$ cat src/rtl/pps_pkg.sv
package pps_pkg;

    localparam int ID_W   = 32;
    localparam int PRIO_W = 8;

    typedef logic [PRIO_W-1:0] prio_t;

    typedef enum logic [2:0] {
        ST_IDLE,
        ST_PREQ,
        ST_PWAIT,
        ST_BIT,
        ST_CWAIT,
        ST_FIN
    } scan_state_e;

    typedef enum logic [1:0] {
        GRP_NONE  = 2'b00,
        GRP_SEC1  = 2'b01,
        GRP_NSEC1 = 2'b10
    } grp_e;

    typedef struct packed {
        logic            valid;
        logic [ID_W-1:0] id;
        prio_t           prio;
    } cand_t;

    function automatic prio_t cfg_to_prio(input logic [7:0] cfg);
        return {cfg[7:2], 2'b00};
    endfunction

endpackage

$ cat src/rtl/pps_gate.sv
module pps_gate #(
    parameter int ADDR_W     = 52,
    parameter int IDB_W      = 5,
    parameter int IDX_W      = 31,
    parameter int MIN_IDBITS = 13,
    parameter int PEND_ALIGN = 16
) (
    input  logic              scan_en,
    input  logic [IDB_W-1:0]  idbits,
    input  logic [ADDR_W-1:0] cfg_base,
    input  logic [ADDR_W-1:0] pend_base,
    output logic              skip,
    output logic [IDX_W-1:0]  last_idx,
    output logic [ADDR_W-1:0] pend_origin
);

    assign skip = !scan_en
               || (cfg_base == '0)
               || (pend_base == '0)
               || (idbits < IDB_W'(MIN_IDBITS));

    // Entry count is 2^(idbits-1); only meaningful when not skipping.
    assign last_idx = (IDX_W'(1) << (idbits - 1'b1)) - IDX_W'(1);

    generate
        if (PEND_ALIGN > 0) begin : g_align
            assign pend_origin = {pend_base[ADDR_W-1:PEND_ALIGN], {PEND_ALIGN{1'b0}}};
        end else begin : g_noalign
            assign pend_origin = pend_base;
        end
    endgenerate

endmodule

$ cat src/rtl/pps_ctrl.sv
module pps_ctrl
    import pps_pkg::*;
#(
    parameter int ADDR_W    = 52,
    parameter int IDX_W     = 31,
    parameter int LPI_FIRST = 8192
) (
    input  logic              clk,
    input  logic              rst,
    input  logic              start,
    input  logic              skip,
    input  logic [IDX_W-1:0]  last_idx,
    input  logic [ADDR_W-1:0] cfg_base,
    input  logic [ADDR_W-1:0] pend_origin,
    output logic              mem_req,
    output logic [ADDR_W-1:0] mem_addr,
    input  logic              mem_rvalid,
    input  logic [7:0]        mem_rdata,
    output logic              accept,
    output cand_t             cand,
    output logic              load_res,
    output logic              done
);

    scan_state_e       state_q, state_d;
    logic [IDX_W-1:0]  idx_q, idx_d, last_q;
    logic [ADDR_W-1:0] cfgb_q, pendb_q;
    logic [7:0]        pbyte_q;
    logic [ID_W-1:0]   cur_id;
    logic              at_last, byte_end, pend_bit, step;

    assign cur_id   = ID_W'(LPI_FIRST) + ID_W'(idx_q);
    assign at_last  = (idx_q == last_q);
    assign byte_end = (cur_id[2:0] == 3'd7);
    assign pend_bit = pbyte_q[cur_id[2:0]];

    always_comb begin
        state_d  = state_q;
        idx_d    = idx_q;
        mem_req  = 1'b0;
        mem_addr = '0;
        cand     = '0;
        accept   = 1'b0;
        step     = 1'b0;
        case (state_q)
            ST_IDLE: begin
                if (start) begin
                    accept  = 1'b1;
                    idx_d   = '0;
                    state_d = skip ? ST_FIN : ST_PREQ;
                end
            end
            ST_PREQ: begin
                mem_req  = 1'b1;
                mem_addr = pendb_q + ADDR_W'(cur_id >> 3);
                state_d  = ST_PWAIT;
            end
            ST_PWAIT: begin
                if (mem_rvalid) state_d = ST_BIT;
            end
            ST_BIT: begin
                if (pend_bit) begin
                    mem_req  = 1'b1;
                    mem_addr = cfgb_q + ADDR_W'(idx_q);
                    state_d  = ST_CWAIT;
                end else begin
                    step = 1'b1;
                end
            end
            ST_CWAIT: begin
                if (mem_rvalid) begin
                    cand.valid = 1'b1;
                    cand.id    = cur_id;
                    cand.prio  = cfg_to_prio(mem_rdata);
                    step       = 1'b1;
                end
            end
            ST_FIN:  state_d = ST_IDLE;
            default: state_d = ST_IDLE;
        endcase
        if (step) begin
            if (at_last) begin
                state_d = ST_FIN;
            end else begin
                idx_d   = idx_q + IDX_W'(1);
                state_d = byte_end ? ST_PREQ : ST_BIT;
            end
        end
    end

    assign load_res = (state_d == ST_FIN) && (state_q != ST_FIN) && (state_q != ST_IDLE);
    assign done     = (state_q == ST_FIN);

    always_ff @(posedge clk) begin
        if (rst) begin
            state_q <= ST_IDLE;
            idx_q   <= '0;
            last_q  <= '0;
            cfgb_q  <= '0;
            pendb_q <= '0;
            pbyte_q <= '0;
        end else begin
            state_q <= state_d;
            idx_q   <= idx_d;
            if (accept) begin
                last_q  <= last_idx;
                cfgb_q  <= cfg_base;
                pendb_q <= pend_origin;
            end
            if (state_q == ST_PWAIT && mem_rvalid) pbyte_q <= mem_rdata;
        end
    end

    // Outstanding-read tracker for the port assertions.
    logic wait_q;
    always_ff @(posedge clk) begin
        if (rst)             wait_q <= 1'b0;
        else if (mem_req)    wait_q <= 1'b1;
        else if (mem_rvalid) wait_q <= 1'b0;
    end

    p_one_outstanding_r10: assert property (@(posedge clk) disable iff (rst)
        mem_req |-> !wait_q);

    p_req_single_cycle_r10: assert property (@(posedge clk) disable iff (rst)
        mem_req |=> !mem_req);

    p_skip_immediate_r1: assert property (@(posedge clk) disable iff (rst)
        (accept && skip) |=> (done && !mem_req));

    p_done_pulse_r9: assert property (@(posedge clk) disable iff (rst)
        done |=> !done);

    p_busy_ignores_start_r11: assert property (@(posedge clk) disable iff (rst)
        (start && state_q != ST_IDLE) |-> !accept);

endmodule

$ cat src/rtl/pps_track.sv
module pps_track
    import pps_pkg::*;
(
    input  logic            clk,
    input  logic            rst,
    input  logic            clear,
    input  prio_t           cur_prio,
    input  cand_t           cand,
    input  logic            load,
    output logic [ID_W-1:0] res_id,
    output prio_t           res_prio,
    output logic            res_better,
    output logic [1:0]      res_grp
);

    logic [ID_W-1:0] run_id_q, run_id_d;
    prio_t           run_prio_q, run_prio_d;
    logic            run_bet_q, run_bet_d;
    logic            wins;

    assign wins = cand.valid && (cand.prio < run_prio_q);

    always_comb begin
        run_id_d   = run_id_q;
        run_prio_d = run_prio_q;
        run_bet_d  = run_bet_q;
        if (wins) begin
            run_id_d   = cand.id;
            run_prio_d = cand.prio;
            run_bet_d  = 1'b1;
        end
    end

    always_ff @(posedge clk) begin
        if (rst) begin
            run_id_q   <= '0;
            run_prio_q <= '1;
            run_bet_q  <= 1'b0;
            res_id     <= '0;
            res_prio   <= '0;
            res_better <= 1'b0;
        end else if (clear) begin
            run_id_q   <= '0;
            run_prio_q <= cur_prio;
            run_bet_q  <= 1'b0;
            res_id     <= '0;
            res_prio   <= cur_prio;
            res_better <= 1'b0;
        end else begin
            run_id_q   <= run_id_d;
            run_prio_q <= run_prio_d;
            run_bet_q  <= run_bet_d;
            if (load) begin
                res_id     <= run_id_d;
                res_prio   <= run_prio_d;
                res_better <= run_bet_d;
            end
        end
    end

    assign res_grp = res_better ? GRP_NSEC1 : GRP_NONE;

    p_prio_masked_r6: assert property (@(posedge clk) disable iff (rst)
        res_better |-> (res_prio[1:0] == 2'b00));

    p_strict_lower_r7: assert property (@(posedge clk) disable iff (rst)
        (cand.valid && !clear && cand.prio >= run_prio_q) |=> (run_id_q == $past(run_id_q)));

    p_result_hold_r9: assert property (@(posedge clk) disable iff (rst)
        (!clear && !load) |=> ($stable(res_id) && $stable(res_prio) && $stable(res_better)));

endmodule

$ cat src/rtl/pend_prio_scan.sv
module pend_prio_scan
    import pps_pkg::*;
#(
    parameter int ADDR_W     = 52,
    parameter int IDB_W      = 5,
    parameter int MIN_IDBITS = 13,
    parameter int LPI_FIRST  = 8192,
    parameter int PEND_ALIGN = 16
) (
    input  logic              clk,
    input  logic              rst,
    input  logic              start_i,
    input  logic              scan_en_i,
    input  logic [IDB_W-1:0]  idbits_i,
    input  logic [ADDR_W-1:0] cfg_base_i,
    input  logic [ADDR_W-1:0] pend_base_i,
    input  logic [7:0]        cur_prio_i,
    output logic              mem_req_o,
    output logic [ADDR_W-1:0] mem_addr_o,
    input  logic              mem_rvalid_i,
    input  logic [7:0]        mem_rdata_i,
    output logic [31:0]       win_id_o,
    output logic [7:0]        win_prio_o,
    output logic [1:0]        win_grp_o,
    output logic              better_o,
    output logic              done_o
);

    localparam int IDX_W = (1 << IDB_W) - 1;

    logic              skip;
    logic [IDX_W-1:0]  last_idx;
    logic [ADDR_W-1:0] pend_origin;
    logic              accept, load_res;
    cand_t             cand;
    logic [ID_W-1:0]   res_id;
    prio_t             res_prio;

    pps_gate #(
        .ADDR_W(ADDR_W), .IDB_W(IDB_W), .IDX_W(IDX_W),
        .MIN_IDBITS(MIN_IDBITS), .PEND_ALIGN(PEND_ALIGN)
    ) gate_i (
        .scan_en     (scan_en_i),
        .idbits      (idbits_i),
        .cfg_base    (cfg_base_i),
        .pend_base   (pend_base_i),
        .skip        (skip),
        .last_idx    (last_idx),
        .pend_origin (pend_origin)
    );

    pps_ctrl #(
        .ADDR_W(ADDR_W), .IDX_W(IDX_W), .LPI_FIRST(LPI_FIRST)
    ) ctrl_i (
        .clk         (clk),
        .rst         (rst),
        .start       (start_i),
        .skip        (skip),
        .last_idx    (last_idx),
        .cfg_base    (cfg_base_i),
        .pend_origin (pend_origin),
        .mem_req     (mem_req_o),
        .mem_addr    (mem_addr_o),
        .mem_rvalid  (mem_rvalid_i),
        .mem_rdata   (mem_rdata_i),
        .accept      (accept),
        .cand        (cand),
        .load_res    (load_res),
        .done        (done_o)
    );

    pps_track track_i (
        .clk        (clk),
        .rst        (rst),
        .clear      (accept),
        .cur_prio   (cur_prio_i),
        .cand       (cand),
        .load       (load_res),
        .res_id     (res_id),
        .res_prio   (res_prio),
        .res_better (better_o),
        .res_grp    (win_grp_o)
    );

    assign win_id_o   = res_id;
    assign win_prio_o = res_prio;

endmodule

$ cat config.mk
export PLATFORM = sky130hd
export DESIGN_NAME = pend_prio_scan
export DESIGN_NICKNAME = d
export VERILOG_FILES = /design/src/rtl/pps_pkg.sv /design/src/rtl/pps_gate.sv /design/src/rtl/pps_ctrl.sv /design/src/rtl/pps_track.sv /design/src/rtl/pend_prio_scan.sv
export SDC_FILE = /design/constraint.sdc
export NUM_CORES = 1
export LEC_CHECK = 0
export BUFFER_PORTS_ARGS = -buffer_cell sky130_fd_sc_hd__buf_2
export CAP_MARGIN = 10
export CORE_ASPECT_RATIO = 1.2
export CORE_MARGIN = 3
export CORE_UTILIZATION = 30
export DETAILED_ROUTE_END_ITERATION = 8
export PLACE_DENSITY = 0.55
export SYNTH_ARGS = -nofsm -noshare
export SYNTH_HDL_FRONTEND = slang
export SYNTH_SLANG_ARGS = --single-unit
$ cat constraint.sdc
create_clock -name clk -period 9.5 [get_ports clk]
set_input_delay 1.9 -clock clk [delete_from_list [all_inputs] [get_ports clk]]
set_output_delay 1.9 -clock clk [all_outputs]
set_load 0.01 [all_outputs]
* Word-level counts from Yosys, hierarchy flattened
Cells that the tools add are included.
** Storage, ports and cells
- Flip-flop bits (word level) :: 243
- Bits in latches :: 0
- Bits in writable memories :: 0
- Bits in read-only memories :: 0
- Bits of input ports :: 130
- Word-level logic and storage cells :: 77
- Memories kept :: 0
** Cells by class
- $add $sub $neg :: 6
- $mul :: 0
- Divide/modulo/power cells :: 0
- $lt $le $gt $ge :: 3
- Eq/ne operators :: 9
- Shift operators :: 1
- Multiplexer cells :: 32
- Bitwise gates (word level) :: 0
- Reductions and logical operators :: 14
** Operators by type and width (count)
- 31-bit 2-to-1 mux :: 4
- 52-bit logical NOT :: 2
- 52-bit case mux with 2 select lines :: 1
- 41-bit 2-to-1 mux :: 2
- 52-bit by 29-bit adder with 52-bit output :: 1
- 52-bit by 31-bit adder with 52-bit output :: 1
- 52-bit 2-to-1 mux :: 1
- 14-bit by 31-bit adder with 32-bit output (first input constant) :: 1
- 32-bit 2-to-1 mux :: 1
- 8-bit 2-to-1 mux :: 4
- 31-bit by 1-bit adder with 31-bit output (second input constant) :: 1
- 31-bit equality test :: 1
- 1-bit by 5-bit << shifter with 31-bit output (first input constant) :: 1
- 31-bit by 2-bit subtractor with 31-bit output (second input constant) :: 1
- 3-bit 2-to-1 mux :: 6
- 3-bit case mux with 5 select lines :: 1
- 3-bit equality test (second input constant) :: 4
- 8-bit < comparator :: 1
- 1-bit 2-to-1 mux :: 7
- 3-bit by 2-bit equality test with 1-bit output (second input constant) :: 2
- 5-bit by 4-bit < comparator with 1-bit output (second input constant) :: 1
- 5-bit by 1-bit subtractor with 5-bit output (second input constant) :: 1
- 1-bit logical AND :: 4
- 3-bit by 4-bit < comparator with 1-bit output (second input constant) :: 1
- other kinds (11) :: 15

* Depth between registers and ports, before layout
- Depth after elaboration :: 13
- Gate-level depth with buffers :: 16

* Cells and area by module
From an unflattened synthesis, not the netlist that was laid out.
** Unflattened totals
- Cells, all modules :: 2281
- Area total of the unflattened synthesis :: 17142.7 um^2
** Modules (own cells, without submodules)
- pps_ctrl :: times used 1, cells an instance 1660, area each 11960.2 um^2
- pps_track :: times used 1, cells an instance 329, area each 3171.8 um^2
- pps_gate :: times used 1, cells an instance 292, area each 2010.7 um^2

* Worst setup path after synthesis
Ideal clock, no wire load.
- Kind :: register to output
- From :: register ctrl_i.idx_q[14]
- To :: output port mem_addr_o[45]
- Data arrival time :: 4.000 ns
- Data required time :: 7.600 ns
- Slack :: 3.600 ns
- Stages on the path, launching flop included :: 16
- Buffers on the path :: 0
- Path through :: dfxtp_1 > ha_1 > and3_1 > nand3_1 > or4_1 > nor3_1 > xor2_1 > ha_1 > a21o_1 > a21o_1 > a21o_1 > a211oi_2 > nor2_1 > and4_1 > xnor2_1 > o22ai_1
** On the way
- Word-level cells in the longest chain between the ends :: 3
- Elaborated cells between the ends (all ways) :: 5
- Classes of those cells :: 3 x add/sub; 2 x mux
** RTL lines
- start: declaration :: RTL line pps_ctrl.sv:26 : logic [IDX_W-1:0] idx_q, idx_d, last_q;
- start signal: assignment :: RTL line pps_ctrl.sv:104 : idx_q <= idx_d;
- 14-bit by 31-bit adder with 32-bit output or 52-bit by 31-bit adder with 52-bit output (tied branches) :: RTL line pps_ctrl.sv:32, pps_ctrl.sv:64
- 52-bit by 29-bit adder with 52-bit output or 52-bit 2-to-1 mux (tied branches) :: RTL line pps_ctrl.sv:55, pps_ctrl.sv:62
- 52-bit case mux with 2 select lines * :: RTL line pps_ctrl.sv:45 : case (state_q)
- end: declaration :: RTL line pend_prio_scan.sv:19 : output logic [ADDR_W-1:0] mem_addr_o,
Mark *: on every way between the ends. The rest lies on a longest branch, timed or not.

* Worst setup path in the final report
- From :: register ctrl_i.idx_q[13]
- To :: output port mem_addr_o[45]
The elaborated chain is that of the path after synthesis.

==> flow_summary.toml <==
[status]
status = "finished, final reports clean"

[clock_tree]
clock_sinks = 243
cts_setup_buffers = 0
cts_tree = "done"
hold_buffers = 0
cts_buffers = 29
clockBufferDepth = 3
clk_latency_ps = 590
root_buffer = "clkbuf_16"
cts-resized-gates = 0
htreeDepth = 1
clkTransAtPathRegs_ps = 60

[die]
rows = 86
dieArea_sq_um = 49900
ios = 227
core_sq_um = 46300
die_height_microns = 244
die-width_microns = 204
initial_core_util_pct = 30.6

[worst_setup_path]
endpoint_kind = "output port"
worst_ep_required_time_ps = 7600
start_kind = "flop"
worstSetupPathType = "flop to output port"
arrival_ps = 5510
crit_path_max_fanout = 9

[synthesis]
yosysTopAreaCellShare_pct = 34.4
synth_top_area_cell = "dfxtp_1"
yosysMostFrequentCell = "nand2_1"
syn_inst = 1839
synth.distinct_cells = 72
syn_nets = 2026
yosysSeqAreaShare_pct = 34.4
synth_edf_count = 0
avgSynthCellArea_sq_um = 7.70
synthTopCellsByCount = "312 x nand2_1, 243 x dfxtp_1, 177 x nor2_1"
synthArstFlopShare_pct = 0
ys.warnings.count = 0
ys.flop_type = "dfxtp_1"
synth.area.top_cells = "dfxtp_1 34%, nand2_1 8.3%, a21oi_1 6.0%, ha_1 4.9%, xnor2_1 4.8%"
netlist_area_sq_um = 14200
ys_ff_latch = 243

[detailed_routing]
drc = 0
met2_length_mm = 25.0
wl_met1_mm = 21.6
wl_per_cell_microns = 19.4
routed.top_layer = "met5"
finalWirelength_mm = 50.9
wl_met3_mm = 2.82
vias_per_cell = 5.22
vias = 13700
firstDrtPassIters = 7
ant_nets = 0
drt-initial-drc-count = 695

[layout]
area_growth_pct = 17.4
finalInstanceArea_sq_um = 16600
drive_gt1_share_pct = 16.0
fillers = 4983
fin_nets = 2165

[sta]
worst_slew_pin_slew_ps = 1010
max_freq_ghz = 0.135
rsz0062_at_grt = "no"
fin_crit_ps = 7410
finalClockSkew_ps = 26.8
drv_slew = 0
finalHoldViolCount = 0
fin_crit_sh_pct = 78.0
setup_viol = 0
relSlewSlack_pct = 32.4
fin_setup_tns_ps = 0

[power_and_ir_drop]
power.leakage_nw = 6.76
irDropWorstVdd_v = 0.000135
power_density_nw_per_um2 = 200

[grt]
grt_pass1_vias = 13300
grt_start_max_net_pins = 95
grt_pass1_wl_mm = 78.1
track_usage_pct = 19.7
grt_overflow = 0
antenna_found_initial = 4

[placed_design]
dp.final_hpwl_mm = 38.9
gp_congestion = 0.887
dpl_cell_area_sq_um = 15700
io_buffers = 225

[job]
drv_cap = 0

[min_path]
worstHoldPathType = "flop to flop"
==> stage by stage <==
stage / power, mW / setup slack (ps) / hold WS, ps / cells / util (%)
after global routing: 3.52 / 1670 / 479 / 2617 / 35.9
after CTS: 3.36 / 2060 / 458 / 2617 / 35.9
after global placement: 2.22 / 2760 / 437 / 2563 / 33.9
after floorplan: 1.91 / 3600 / 426 / 1839 / -
final: 3.32 / 2090 / 457 / 2619 / 35.9
after detailed placement: 2.23 / 2710 / 449 / 2563 / 33.9
==> cell type report <==
cell class,instances,area (sq um),area share [%]
multi-input cells,1422,8630,51.9
flip-flops and latches,243,4860,29.3
repair buffers,240,1240,7.47
clock buffers,37,806,4.85
well taps,616,771,4.64
inverters,42,158,0.948
clock inverters,17,150,0.903
diodes,2,5.00,0.0301
==> power breakdown <==
part           switching [mW]  internal (mW)
Combinational           0.569          0.313
Clock                   0.486          0.634
Sequential              0.152           1.17
==> cells in the final DEF (no fill, tap or decap), types with 11 or more instances in the layout <==
cell type	Yosys	routed
o22ai_1	24	24
nor2b_1	26	26
buf_2	8	224
nor3_1	22	22
nand2b_1	12	12
clkbuf_16	0	29
a311oi_1	11	11
nand2_1	312	312
and3_1	19	19
nand4_1	33	33
nor2_1	177	176
or2_2	12	12
a31oi_1	11	11
buf_4	2	16
nand3_1	36	36
xor2_1	67	67
mux2i_1	55	55
a21o_1	17	17
o211ai_1	18	18
o21ai_0	76	76
ha_1	55	55
dfxtp_1	243	243
a21oi_1	171	171
xnor2_1	77	77
inv_1	42	42
a211oi_1	36	36
and2_1	13	13
nor4_1	33	33
==> layer usage <==
metal | track usage, % | up-vias
li1 | - | 6718
met1 | 24.8 | 6478
met2 | 35.1 | 409
met3 | 2.90 | 69
met4 | 5.61 | 4
met5 | 0 | -
==> path summary, 6_finish.rpt <==
kind / from / endpoint / slack, ps / cells past startpoint
worst max register to register: ctrl_i.state_q[0] / track_i.run_prio_q[3] / 5870 / 12
worst min-delay path: ctrl_i.pbyte_q[4] / ctrl_i.pbyte_q[4] / 460 / 2
worst min register to register: ctrl_i.pbyte_q[4] / ctrl_i.pbyte_q[4] / 460 / 2
worst max-delay path: ctrl_i.idx_q[13] / mem_addr_o[45] / 2090 / 15
==> cells by family (layout without fill, tap and decap cells) <==
kind of cell | Yosys count | after routing | synth area share (%)
and+or+nand+nor | 735 | 735 | 23.9
AOI/OAI and AO/OA | 427 | 427 | 18.6
other | 1 | 3 | 0.0265
DFF | 243 | 243 | 34.4
buffers and inverters | 174 | 336 | 4.84
adders and majority gates | 57 | 57 | 5.14
muxes | 58 | 58 | 4.29
xor gates and xnor gates | 144 | 144 | 8.91
==> critical path: stages, from the launching register on <==
cell	delay (ps)
dfxtp_1	500
ha_1	270
and3_1	230
nand3_1	180
or4_1	580
xnor2_1	310
ha_1	330
a21o_1	200
a2111oi_0	520
nor2_1	170
a211oi_2	640
nor2_1	260
and4_1	290
xnor2_1	120
o22ai_1	160
buf_2	160
==> sequential cells by signal, summed over array words and instances, names as in the netlist <==
name                flops
track_i.run_id_q       32
track_i.res_id         32
track_i.res_prio        8
ctrl_i.state_q          3
ctrl_i.idx_q           31
track_i.run_bet_q       1
ctrl_i.pendb_q         36
ctrl_i.pbyte_q          8
ctrl_i.cfgb_q          52
track_i.run_prio_q      8
ctrl_i.last_q          31
track_i.res_better      1
(Power assumes the default switching activity.)
